## src/rtl/wdg_pkg.sv

```systemverilog
package wdg_pkg;
  localparam logic [1:0] SEL_OFF = 2'b11;

  // Full countdown length for a select code; 0 when the watchdog is off.
  function automatic int period_ticks(input logic [1:0] sel, input int p_long,
                                      input int p_mid, input int p_short);
    case (sel)
      2'b00:   return p_long;
      2'b01:   return p_mid;
      2'b10:   return p_short;
      default: return 0;
    endcase
  endfunction

  function automatic int cnt_width(input int max_val);
    return $clog2(max_val + 1);
  endfunction
endpackage

```

## src/rtl/wdg_bus_cond.sv

```systemverilog
module wdg_bus_cond #(
  parameter int SYNC = 2
) (
  input  logic clk,
  input  logic rst_n,
  input  logic scl_in,
  input  logic sda_in,
  output logic start_evt,
  output logic stop_evt
);
  // Stages 0..SYNC-1 synchronize; stage SYNC holds the previous synced value.
  logic [SYNC:0] scl_pipe;
  logic [SYNC:0] sda_pipe;

  genvar g;
  generate
    for (g = 0; g <= SYNC; g++) begin : g_stage
      always_ff @(posedge clk or negedge rst_n) begin
        if (!rst_n) begin
          scl_pipe[g] <= 1'b1;
          sda_pipe[g] <= 1'b1;
        end else if (g == 0) begin
          scl_pipe[g] <= scl_in;
          sda_pipe[g] <= sda_in;
        end else begin
          scl_pipe[g] <= scl_pipe[g-1];
          sda_pipe[g] <= sda_pipe[g-1];
        end
      end
    end
  endgenerate

  logic scl_now, scl_was, sda_now, sda_was, scl_steady_hi;
  assign scl_now       = scl_pipe[SYNC-1];
  assign scl_was       = scl_pipe[SYNC];
  assign sda_now       = sda_pipe[SYNC-1];
  assign sda_was       = sda_pipe[SYNC];
  assign scl_steady_hi = scl_now & scl_was;

  assign start_evt = scl_steady_hi &  sda_was & ~sda_now;
  assign stop_evt  = scl_steady_hi & ~sda_was &  sda_now;
endmodule

```

## src/rtl/wdg_timer.sv

```systemverilog
module wdg_timer
  import wdg_pkg::*;
#(
  parameter int P_LONG  = 1750,
  parameter int P_MID   = 750,
  parameter int P_SHORT = 250,
  localparam int CW     = cnt_width(P_LONG)
) (
  input  logic       clk,
  input  logic       rst_n,
  input  logic       tick,
  input  logic [1:0] sel,
  input  logic       start_evt,
  input  logic       hold,
  output logic       expire
);
  logic [CW-1:0] cnt;
  logic [CW-1:0] full;
  logic [1:0]    sel_q;
  logic          sel_chg;
  logic          enabled;
  logic          reload;

  always_comb full = CW'(period_ticks(sel, P_LONG, P_MID, P_SHORT));

  assign sel_chg = (sel != sel_q);
  assign enabled = (sel != SEL_OFF);
  // A START in the expiring cycle refreshes instead of expiring.
  assign expire  = !hold && enabled && !start_evt && !sel_chg && tick && (cnt == CW'(1));
  assign reload  = hold || (start_evt && !hold) || sel_chg || expire;

  always_ff @(posedge clk or negedge rst_n) begin
    if (!rst_n) begin
      cnt   <= '0;
      sel_q <= SEL_OFF;
    end else begin
      sel_q <= sel;
      if (reload)              cnt <= full;
      else if (enabled && tick) cnt <= cnt - CW'(1);
    end
  end
endmodule

```

## src/rtl/wdg_rst_pulse.sv

```systemverilog
module wdg_rst_pulse
  import wdg_pkg::*;
#(
  parameter int RST_TICKS = 250,
  localparam int RW       = cnt_width(RST_TICKS)
) (
  input  logic clk,
  input  logic rst_n,
  input  logic tick,
  input  logic lowv,
  input  logic expire,
  output logic active
);
  logic [RW-1:0] left;

  always_ff @(posedge clk or negedge rst_n) begin
    if (!rst_n) begin
      active <= 1'b1;
      left   <= RW'(RST_TICKS);
    end else if (lowv) begin
      active <= 1'b1;
      left   <= RW'(RST_TICKS);
    end else if (active) begin
      if (tick) begin
        if (left == RW'(1)) active <= 1'b0;
        else                left   <= left - RW'(1);
      end
    end else if (expire) begin
      active <= 1'b1;
      left   <= RW'(RST_TICKS);
    end
  end
endmodule

```

## src/rtl/bus_start_watchdog.sv

```systemverilog
module bus_start_watchdog #(
  parameter int SYNC      = 2,
  parameter int P_LONG    = 1750,
  parameter int P_MID     = 750,
  parameter int P_SHORT   = 250,
  parameter int RST_TICKS = 250
) (
  input  logic       clk,
  input  logic       rst_n,
  input  logic       scl_in,
  input  logic       sda_in,
  input  logic [1:0] wd_sel,
  input  logic       lowv,
  input  logic       tick,
  output logic       reset_n,
  output logic       abort_o,
  output logic       stop_o
);
  logic start_evt;
  logic stop_evt;
  logic expire;
  logic pulse_on;

  wdg_bus_cond #(.SYNC(SYNC)) u_cond (
    .clk(clk), .rst_n(rst_n), .scl_in(scl_in), .sda_in(sda_in),
    .start_evt(start_evt), .stop_evt(stop_evt)
  );

  wdg_timer #(.P_LONG(P_LONG), .P_MID(P_MID), .P_SHORT(P_SHORT)) u_timer (
    .clk(clk), .rst_n(rst_n), .tick(tick), .sel(wd_sel),
    .start_evt(start_evt), .hold(pulse_on), .expire(expire)
  );

  wdg_rst_pulse #(.RST_TICKS(RST_TICKS)) u_pulse (
    .clk(clk), .rst_n(rst_n), .tick(tick), .lowv(lowv),
    .expire(expire), .active(pulse_on)
  );

  always_ff @(posedge clk or negedge rst_n) begin
    if (!rst_n) begin
      abort_o <= 1'b0;
      stop_o  <= 1'b0;
    end else begin
      abort_o <= lowv;
      stop_o  <= stop_evt;
    end
  end

  assign reset_n = ~pulse_on;
endmodule

```

## config.mk

```make
export PLATFORM = sky130hd
export DESIGN_NAME = bus_start_watchdog
export DESIGN_NICKNAME = d
export VERILOG_FILES = /design/src/rtl/wdg_pkg.sv /design/src/rtl/wdg_bus_cond.sv /design/src/rtl/wdg_timer.sv /design/src/rtl/wdg_rst_pulse.sv /design/src/rtl/bus_start_watchdog.sv
export SDC_FILE = /design/constraint.sdc
export NUM_CORES = 1
export LEC_CHECK = 0
export BUFFER_PORTS_ARGS = -buffer_cell sky130_fd_sc_hd__buf_2
export CORE_ASPECT_RATIO = 2
export CORE_MARGIN = 2
export CORE_UTILIZATION = 55
export CTS_BUF_LIST = sky130_fd_sc_hd__clkbuf_8
export DETAILED_ROUTE_END_ITERATION = 6
export PLACE_DENSITY_LB_ADDON = 0.25
export SLEW_MARGIN = 20
export SYNTH_ARGS = -nofsm -noshare
export SYNTH_HDL_FRONTEND = slang
export SYNTH_SLANG_ARGS = --single-unit
```

## constraint.sdc

```tcl
create_clock -name clk -period 2.3 [get_ports clk]
set_input_delay 0.23 -clock clk [delete_from_list [all_inputs] [get_ports clk]]
set_output_delay 0.23 -clock clk [all_outputs]
set_load 0.02 [all_outputs]
```

# == Word level (Yosys, flattened, before mapping) ==
# Index checks and enable logic that the tools add are counted.
# totals
out_inout_bits,3
elab_cells,60
regBits,30
in_bits,8
# classes
bitwise,8
addsub,2
reduce_logical,17
muxes,13
eq_ne,8
# op_table
op,n
8-bit 2-to-1 mux,5
11-bit one-hot mux with 3 select lines,1
11-bit 2-to-1 mux,2
"11-bit by 1-bit == test with 1-bit output, second input constant",1
"11-bit by 1-bit subtractor with 11-bit output, second input constant",1
"8-bit by 1-bit == test with 1-bit output, second input constant",1
"8-bit by 1-bit subtractor with 8-bit output, second input constant",1
1-bit logical AND,7
"3-bit inequality test, second input constant",2
1-bit bitwise AND,5
1-bit 2-to-1 mux,5
1-bit zero test,3
1-bit logical OR,3
1-bit inverter,3
3-bit AND reduction,1
3-bit nonzero test,1
"2-bit by 1-bit == test with 1-bit output, second input constant",1
"2-bit == test, second input constant",1
2-bit zero test,1
2-bit inequality test,1
"2-bit inequality test, second input constant",1
2-bit nonzero test,1

# == Logic depth before layout (Yosys ltp) ==
# Gate-level depths: netlist (run 1).
# depth
word_depth,11
ltp_mapped,7
depth_no_buf,6

# == Hierarchy ==
# From an unflattened synthesis (run 1), not the netlist that was laid out.
# unflattened
hier_cells,142
hier_area_um2,1632.8
# modules_own_cells
module,instances,cells_per_inst,seq_area_each_um2,area_per_inst_um2
wdg_timer,1,75,327.8,840.8
wdg_rst_pulse,1,56,234.0,560.5
wdg_bus_cond,1,8,157.7,177.7
bus_start_watchdog,1,3,50.0,53.8

# == Worst setup path before layout (run 1) ==
# Ideal clock, no wire load.
# synth_timing
kind,register -> register
from,register u_pulse.left[1]
to,register u_pulse.left[5]
required_ns,2.206
period_less_slack_ns,1.771
n_path_buf,0
path_stages_with_launch,7
setup_time_ns,0.094
t_arrival_ns,1.677
setup_slack_ns,0.529
cell_sequence,dfstp_2 -> inv_1 -> ha_1 -> nor3b_1 -> a21boi_1 -> a31oi_1 -> a311oi_1
# synth_via
elab_chain_len,5
word_cells_on_any_way,8
cone_classes,1 x add/sub; 2 x eq/ne; 4 x mux; 1 x reduce/logical
# synth_rtl
item,line,rtl
"start, declared",wdg_rst_pulse.sv:14,logic [RW-1:0] left;
"start signal, assigned",wdg_rst_pulse.sv:19,left <= RW'(RST_TICKS);
"start signal, assigned",wdg_rst_pulse.sv:22,left <= RW'(RST_TICKS);
"start signal, assigned",wdg_rst_pulse.sv:26,else left <= left - RW'(1);
8-bit by 1-bit subtractor with 8-bit output,wdg_rst_pulse.sv:26,
8-bit 2-to-1 mux,wdg_rst_pulse.sv:25,if (left == RW'(1)) active <= 1'b0;
8-bit 2-to-1 mux,wdg_rst_pulse.sv:24,if (tick) begin
8-bit 2-to-1 mux,wdg_rst_pulse.sv:23,end else if (active) begin
8-bit 2-to-1 mux,wdg_rst_pulse.sv:20,end else if (lowv) begin
# Parallel ways exist; a longest one is shown, timed or not. The select of a mux whose other input is x is not followed.
# A chain may end at the register's enable or synchronous reset.

# == Final worst setup path (run 1) ==
# Same ends and word-level chain as after synthesis.

==> metrics.txt, run 1 <==
status=completed; # fillers=237; die span in x=43.3 um; Lkg Pwr=0.831 nW; Max Cap Violations=0; worst vdd ir=488 uV; residual DRC count=0; Synth Register Bits=30; final hold violation count=0; Crit path largest cell delay=0.58 ns; Num CTS Buffers=5; layout cells sized above 1=25.1%; setup TNS=0 ns; Reg-to-Reg End=u_pulse.left[5]$_DFFE_PN1P_; drt first pass iters=4; clock buffer depth=2; Post-CTS Setup Bufs=0; initial core utilization=57.9%; post-synthesis sequential area ratio=45.2%; Worst-Margin Slew=0.657 ns; Post-CTS Resized=0; fin worst setup slack=0.212 ns; CP Launch Point=u_pulse.left[1]$_DFFE_PN1P_; synth top area cells=dfstp_2 23%, dfrtp_1 22%, ha_1 6.6%; vias per inst=6.13; worst r2r src=u_pulse.left[1]$_DFFE_PN1P_; Pint=855 uW; Post-synth EDFFs=0; Starting DRT DRC Count=28; post-synth top area cell=dfstp_2; crit path kind=reg -> reg; Routed WL=3420 um; Port Buffer Count=10; most common flop cell mapped by yosys=dfstp_2; Fmax achieved=0.479 GHz; share of the synthesized area in the top cell type=23.1%; ANT nets after route=0; Crit path buffers/inverters=1; final period utilization=90.8%; mapped cell area=1700 um2; CTS tree=yes; final setup vio count=0; hold crit path type=in -> reg; die footprint=3580 um2; Slew HR=56.2%; Crit-path slowest cell=dfstp_2; Layout area overhead=11.0%; Critical Path End=u_pulse.left[5]$_DFFE_PN1P_; site row count=28; synthesized instance count=159; fin crit period=2.09 ns; remaining global-route overflow=0; sequential share of power=51.1%; Placer Congestion=0.864; combinational share of power=10.5%; nets@finish=191; routed len/inst=16.7 um; initial antenna violation count=0; P per Cell Area=610 nW/um2; clock network fraction of total power=38.3%; syn_nets=176; largest net degree at the start of global routing=31; Synth Area per Inst=10.7 um2; Worst Path Max Fanout=8; H-tree levels=2; CP endpoint kind=flop; first-pass GRT wire length=6110 um; Critical Path AT=2.28 ns; root buf cell=clkbuf_8; unrepaired setup endpoints after global routing=no; io pins=11; Total Routing Usage GR=23.0%; Placement Setup Slack=0.261 ns; max-slew violation count=0; diodes inserted=0; R2R setup slack=0.21 ns; Reg2Reg Depth=6; Synth async-reset ratio=100%; Required @ worst endpoint=2.49 ns; Startpoint Class=flop; Post-DP HPWL=2550 um; Netlist cell types=42; worst skew pair latency=0.29 ns; Psw=298 uW; Reg clk slew, reported paths=0.07 ns; Die Height=82.7 um; Ys Warns=0; Worst path top cell family by delay=compound AO/OA/AOI/OAI gates; vias after detailed routing=1,256; clock skew=0.00589 ns; cts hold-fix bufs=1; crit path cell chain=inv_1 -> ha_1 -> nor3b_1 -> a21boi_1 -> a31oi_1 -> a311oi_1; switch share=25.9%; core footprint=2940 um2; vias in the first global route=1,381; WP depth=6; sink count of the clock tree=30
logic make-up (layout without fill, tap and decap cells):
kind of cell    count (synthesis)  in the layout  synth area share [%]
simple gates                   62             62                  23.3
buf+inv                        15             31                  3.60
flops                          30             30                  45.2
compound gates                 19             19                  7.86
mux                            12             12                  7.27
fa+ha+maj                       9              9                  6.61
xor+xnor                       12             12                  6.17
state kept, by name, indices dropped and copies added (netlist names):
| name | count |
|---|---|
| abort_o | 1 |
| u_timer.cnt | 11 |
| stop_o | 1 |
| u_pulse.left | 8 |
| u_cond.scl_pipe | 1 |
| u_cond.sda_pipe | 1 |
| u_cond.scl_was | 1 |
| u_cond.sda_was | 1 |
| u_timer.sel_q | 2 |
| u_cond.sda_now | 1 |
| u_cond.scl_now | 1 |
| u_pulse.active | 1 |
Yosys cell counts (4+ instances only):
cell      instances
xor2_1            6
mux2i_1           9
xnor2_1           6
dfstp_2          15
nor3_1            8
nand3b_1          4
inv_1             9
nand4b_1          4
a31oi_1           4
nand2_1           8
ha_1              9
dfrtp_1          15
nor2_1           14
clkbuf_1          4
power by group through the flow:
stage	clock network, mW	logic (mW)	registers (mW)
floorplan	0	0.0790	0.594
global placement	0	0.115	0.596
detailed placement	0	0.122	0.598
CTS	0.452	0.124	0.589
global route	0.468	0.138	0.593
finish	0.442	0.121	0.590
worst register-to-register path: stages, from the launching register on:
cell and delay (ns):
dfstp_2 0.58, inv_1 0.08, ha_1 0.19, nor3b_1 0.17, a21boi_1 0.52, a31oi_1 0.18
a311oi_1 0.29
final cells by class:
class	instances	area [um2]	area share, %
repair buffers	14	82.6	4.37
well taps	30	37.5	1.99
multi-input cells	114	872	46.1
flip-flops and latches	30	769	40.7
clock buffers	6	82.6	4.37
clock inverters	2	12.5	0.662
inverters	9	33.8	1.79
routing by layer:
layer	up-vias	track usage (%)	wire length [um]
met5	-	0	0
met4	0	10.6	83
met3	9	4.13	65
met2	17	44.6	2030
met1	627	22.4	1240
li1	603	-	-
worst min-delay path by stage:
stage | from | to | slack (ns) | cells after the start
finish | sda_in | u_cond.sda_pipe[0]$_DFF_PN1_ | 0.04 | 1
detailed placement | rst_n | abort_o$_DFF_PN0_ | 0.29 | 1
global placement | rst_n | abort_o$_DFF_PN0_ | 0.28 | 1
floorplan | rst_n | abort_o$_DFF_PN0_ | -0.07 | 0
global route | sda_in | u_cond.sda_pipe[0]$_DFF_PN1_ | 0.04 | 1
CTS | sda_in | u_cond.sda_pipe[0]$_DFF_PN1_ | 0.04 | 1
metrics by stage:
step,std cells,util [%],instance area [um2],hold slack [ns],total power [mW]
floorplan,159,-,1700,-0.0656,0.673
global placement,196,60.7,1790,0.282,0.711
detailed placement,196,60.7,1790,0.293,0.720
CTS,205,64.2,1890,0.0355,1.17
global route,205,64.2,1890,0.0381,1.20
finish,205,64.2,1890,0.0418,1.15
layout by cell type, fill, tap and decap left out, types with 3 or more instances in the layout:
master | netlist | final
a31oi_1 | 4 | 4
nor3b_1 | 3 | 3
nand4b_1 | 4 | 4
dfrtp_1 | 15 | 15
mux2i_1 | 9 | 9
nor2_1 | 14 | 14
nand3b_1 | 4 | 4
buf_4 | 1 | 3
mux2_2 | 3 | 3
xnor2_1 | 6 | 6
clkbuf_8 | 0 | 6
inv_1 | 9 | 9
dfstp_2 | 15 | 15
nor3_1 | 8 | 8
nand3_1 | 3 | 3
buf_2 | 1 | 10
nand2_1 | 8 | 8
nand4_1 | 3 | 3
ha_1 | 9 | 9
xor2_1 | 6 | 6
(Power assumes the default switching activity.)
==> run 2, diff against run 1 <==
--- a/config.mk
+++ b/config.mk
@@ -10,8 +10,10 @@
 export CORE_MARGIN = 2
 export CORE_UTILIZATION = 55
 export CTS_BUF_LIST = sky130_fd_sc_hd__clkbuf_8
+export CTS_CLUSTER_SIZE = 24
 export DETAILED_ROUTE_END_ITERATION = 6
 export PLACE_DENSITY_LB_ADDON = 0.25
+export REMOVE_ABC_BUFFERS = 1
 export SLEW_MARGIN = 20
 export SYNTH_ARGS = -nofsm -noshare
 export SYNTH_HDL_FRONTEND = slang
==> run 2 against run 1 <==
  * Sequential share of layout area fell by 0.53 points
  * Cell count did not move
  * Power rose by 8.4%
  * Largest cell class unchanged
  * Critical path type unchanged
  * Worst setup slack improved by 0.044 ns
  * Critical path depth did not move
  * Clock power rose by 21%
  * Clock skew fell by 0.0016 ns
  * Flip-flop and latch count did not move
==> metrics.txt, run 2 (synthesis results as in run 1) <==
status=completed; Lkg Pwr=0.846 nW; Die Height=82.7 um; cts hold-fix bufs=1; ANT nets after route=0; Worst-Margin Slew=0.647 ns; initial antenna violation count=0; Placement Setup Slack=0.290 ns; clock skew=0.00430 ns; die span in x=43.3 um; fin worst setup slack=0.256 ns; largest net degree at the start of global routing=31; unrepaired setup endpoints after global routing=no; die footprint=3580 um2; Largest Register=u_timer.cnt; Post-CTS Resized=0; crit path kind=reg -> reg; vias after detailed routing=1,258; H-tree levels=2; initial core utilization=57.9%; CTS tree=yes; CP endpoint kind=flop; io pins=11; nets@finish=192; Reg clk slew, reported paths=0.06 ns; Max Cap Violations=0; worst skew pair latency=0.28 ns; Final Total Pwr=1.25 mW; max-slew violation count=0; Starting DRT DRC Count=30; fin crit period=2.04 ns; remaining global-route overflow=0; vias per inst=6.14; Num CTS Buffers=5; root buf cell=clkbuf_8; setup TNS=0 ns; Routed WL=3560 um; hold crit path type=in -> reg; biggest regs=u_timer.cnt x11, u_pulse.left x8, u_timer.sel_q x2; Post-DP HPWL=2660 um; Layout area overhead=12.5%; final hold violation count=0; routed len/inst=17.4 um; Worst Path Max Fanout=8; max reg flops=11; Port Buffer Count=10; Placer Congestion=0.901; placed inst area=1790 um2; Required @ worst endpoint=2.49 ns; residual DRC count=0; Startpoint Class=flop; Total Routing Usage GR=24.1%; P per Cell Area=652 nW/um2; clock buffer depth=2; final setup vio count=0; Critical Path AT=2.23 ns; sink count of the clock tree=30; Finished Cell Area=1920 um2; final period utilization=88.9%; most frequent cells in the layout=15 x dfrtp_1, 15 x dfstp_2, 14 x nor2_1; diodes inserted=0; first-pass GRT wire length=6180 um; worst vdd ir=558 uV; drt first pass iters=4; site row count=28; Fmax achieved=0.489 GHz; Post-CTS Setup Bufs=0; layout cells sized above 1=25.1%; vias in the first global route=1,321; Slew HR=56.9%; core footprint=2940 um2
==> run 2: area by class of cell <==
class	instances	area, um2
Clock buffer	6	82.6
Tap cell	30	37.5
Multi-Input combinational cell	114	872
Sequential cell	30	769
Inverter	9	33.8
Timing Repair Buffer	15	90.1
Fill cell	239	1030
Clock inverter	1	30.0
==> run 2: path summary, 6_finish.rpt <==
check	startpoint	end	slack, ns	cells past startpoint
max	u_pulse.left[1]$_DFFE_PN1P_	u_pulse.left[5]$_DFFE_PN1P_	0.26	6
min	sda_in	u_cond.sda_pipe[0]$_DFF_PN1_	0.04	1
max reg2reg	u_pulse.left[1]$_DFFE_PN1P_	u_pulse.left[5]$_DFFE_PN1P_	0.26	6
min reg2reg	u_cond.scl_pipe[0]$_DFF_PN1_	u_cond.scl_now$_DFF_PN1_	0.36	0
max in group asynchronous	rst_n	u_timer.cnt[7]$_DFFE_PN0P_	1.37	2
min in group asynchronous	rst_n	abort_o$_DFF_PN0_	0.51	2
==> run 2: metal layers <==
layer  part of all wire (%)  up-vias  GRT usage, %
met4                    3.6        0          15.8
li1                       -      599             -
met3                    2.5       10          4.35
met5                      0        -             0
met2                     59       20          45.5
met1                     35      629          22.5
==> run 2: where the power goes <==
group	switching, mW	internal [mW]
Sequential	0.0277	0.563
Clock	0.191	0.346
Combinational	0.0701	0.0524
==> run 2: metrics by stage <==
| step | instances | utilization (%) | hold slack [ns] |
|---|---|---|---|
| global placement | 197 | 60.9 | 0.280 |
| CTS | 205 | 65.1 | 0.0333 |
| detailed placement | 197 | 60.9 | 0.291 |
| global route | 205 | 65.1 | 0.0346 |
| finish | 205 | 65.1 | 0.0442 |
| floorplan | 153 | - | -0.0656 |
==> run 2: critical path: stages (launching register included) <==
cell	delay, ns
dfstp_2	0.57
inv_1	0.07
ha_1	0.19
nor3b_1	0.17
a21boi_1	0.49
a31oi_1	0.16
a311oi_1	0.28
==> run 3, diff against run 2 <==
==> constraint.sdc (replaced) <==
create_clock -name clk -period 2.3 [get_ports clk]
set_input_delay 0.345 -clock clk [delete_from_list [all_inputs] [get_ports clk]]
set_output_delay 0.345 -clock clk [all_outputs]
set_load 0.02 [all_outputs]
==> run 3 against run 2 <==
  * Count of clock-buffer cells in the layout unchanged
  * Combinational power about the same
  * Die area unchanged
  * Clock power up 25%
  * Clock skew rose by 0.00081 ns
  * Worst setup slack worse by 0.089 ns
  * Critical path type unchanged
  * Largest cell class unchanged
==> metrics.txt, run 3 (synthesis results as in run 1) <==
status=completed; initial antenna violation count=0; Post-DP HPWL=2620 um; biggest regs=u_timer.cnt x11, u_pulse.left x8, u_timer.sel_q x2; Fmax achieved=0.469 GHz; fin crit period=2.13 ns; Port Buffer Count=10; diodes inserted=0; Crit path largest cell delay=0.59 ns; Max Cap Violations=0; placed inst area=1790 um2; vias in the first global route=1,339; layout cells sized above 1=25.3%; vias after detailed routing=1,268; unrepaired setup endpoints after global routing=no; Lkg Pwr=0.851 nW; die span in x=43.3 um; site row count=28; met3 Usage GRT=4.13%; Layout area overhead=13.2%; Num CTS Buffers=5; met1 usage in global routing=22.8%; Required @ worst endpoint=2.48 ns; Worst Path Max Fanout=8; Crit path buffers/inverters=1; Startpoint Class=flop; Worst path top cell family by delay=compound AO/OA/AOI/OAI gates; Placer Congestion=0.862; Slew HR=54.9%; Total Routing Usage GR=23.8%; max reg flops=11; worst vdd ir=783 uV; worst r2r src=u_pulse.left[1]$_DFFE_PN1P_; final hold violation count=0; Largest Register=u_timer.cnt; ANT nets after route=0; cts hold-fix bufs=0; Die Height=82.7 um; R2R setup slack=0.17 ns; final period utilization=92.7%; sink count of the clock tree=30; clock buffer depth=2; CP endpoint kind=flop; remaining global-route overflow=0; die footprint=3580 um2; clock skew=0.00511 ns; Finished Cell Area=1930 um2; Post-CTS Resized=0; final setup vio count=0; worst skew pair latency=0.29 ns; largest net degree at the start of global routing=31; max-slew violation count=0; io pins=11; Reg2Reg Depth=6; P per Cell Area=718 nW/um2; core footprint=2940 um2; Crit-path slowest cell=dfstp_2; setup TNS=0 ns; CTS tree=yes; routed len/inst=17.7 um; nets@finish=190; most frequent cells in the layout=15 x dfrtp_1, 15 x dfstp_2, 14 x nor2_1; vias per inst=6.22; met2 Use GR=46.3%; Reg-to-Reg End=u_pulse.left[3]$_DFFE_PN1P_; Final Total Pwr=1.39 mW; Worst-Margin Slew=0.677 ns; H-tree levels=2; Critical Path AT=2.32 ns; initial core utilization=57.9%; root buf cell=clkbuf_8; Reg clk slew, reported paths=0.07 ns; crit path cell chain=inv_1 -> ha_1 -> nor3b_1 -> a21boi_1 -> a21oi_1 -> a311oi_1; first-pass GRT wire length=6150 um; Routed WL=3610 um; Starting DRT DRC Count=18; post-layout util=65.5%; gr busiest metal=met2; crit path kind=reg -> reg; Post-CTS Setup Bufs=0; residual DRC count=0; hold crit path type=in -> async; drt first pass iters=4
run 3: worst register-to-register path, cell delays in order, from the launching register on:
cell and delay [ns]:
dfstp_2 0.59, inv_1 0.08, ha_1 0.19, nor3b_1 0.17, a21boi_1 0.54, a21oi_1 0.14
a311oi_1 0.32
run 3: metal layers:
metal,vias up,routed length [um]
li1,593,-
met1,645,1330
met2,23,2110
met3,7,76
met4,0,93
met5,-,0
run 3: layout make-up:
cell class | count | area (um2)
clock buffer | 6 | 82.6
sequential | 30 | 769
timing repair buffer | 13 | 72.6
fill | 232 | 1010
tap | 30 | 37.5
multi-input combinational | 114 | 872
clock inverter | 2 | 60.1
inverter | 9 | 33.8
run 3: metrics by stage:
stage          cells  hold slack [ns]  setup WS (ns)
2_1_floorplan    153           0.0494          0.337
3_3_place_gp     196            0.346          0.270
3_5_place_dp     196            0.347          0.206
4_1_cts          204            0.108          0.188
5_1_grt          204            0.132        0.00823
6_report         204           0.0893          0.167
run 3: where the power goes:
part           internal, mW  switching [mW]
clock                 0.462           0.209
sequential            0.562          0.0276
combinational        0.0516          0.0722
total                  1.08           0.309
run 3: how the worst max path moves through the flow:
stage	from	end	depth (start not counted)
after global placement	u_pulse.left[1]$_DFFE_PN1P_	u_pulse.left[5]$_DFFE_PN1P_	6
after detailed placement	u_pulse.left[1]$_DFFE_PN1P_	u_pulse.left[3]$_DFFE_PN1P_	6
final	u_pulse.left[1]$_DFFE_PN1P_	u_pulse.left[3]$_DFFE_PN1P_	6
after global routing	u_pulse.left[1]$_DFFE_PN1P_	u_pulse.left[3]$_DFFE_PN1P_	6
after floorplan	wd_sel[0]	u_timer.cnt[10]$_DFFE_PN0P_	5
after CTS	u_pulse.left[1]$_DFFE_PN1P_	u_pulse.left[3]$_DFFE_PN1P_	6
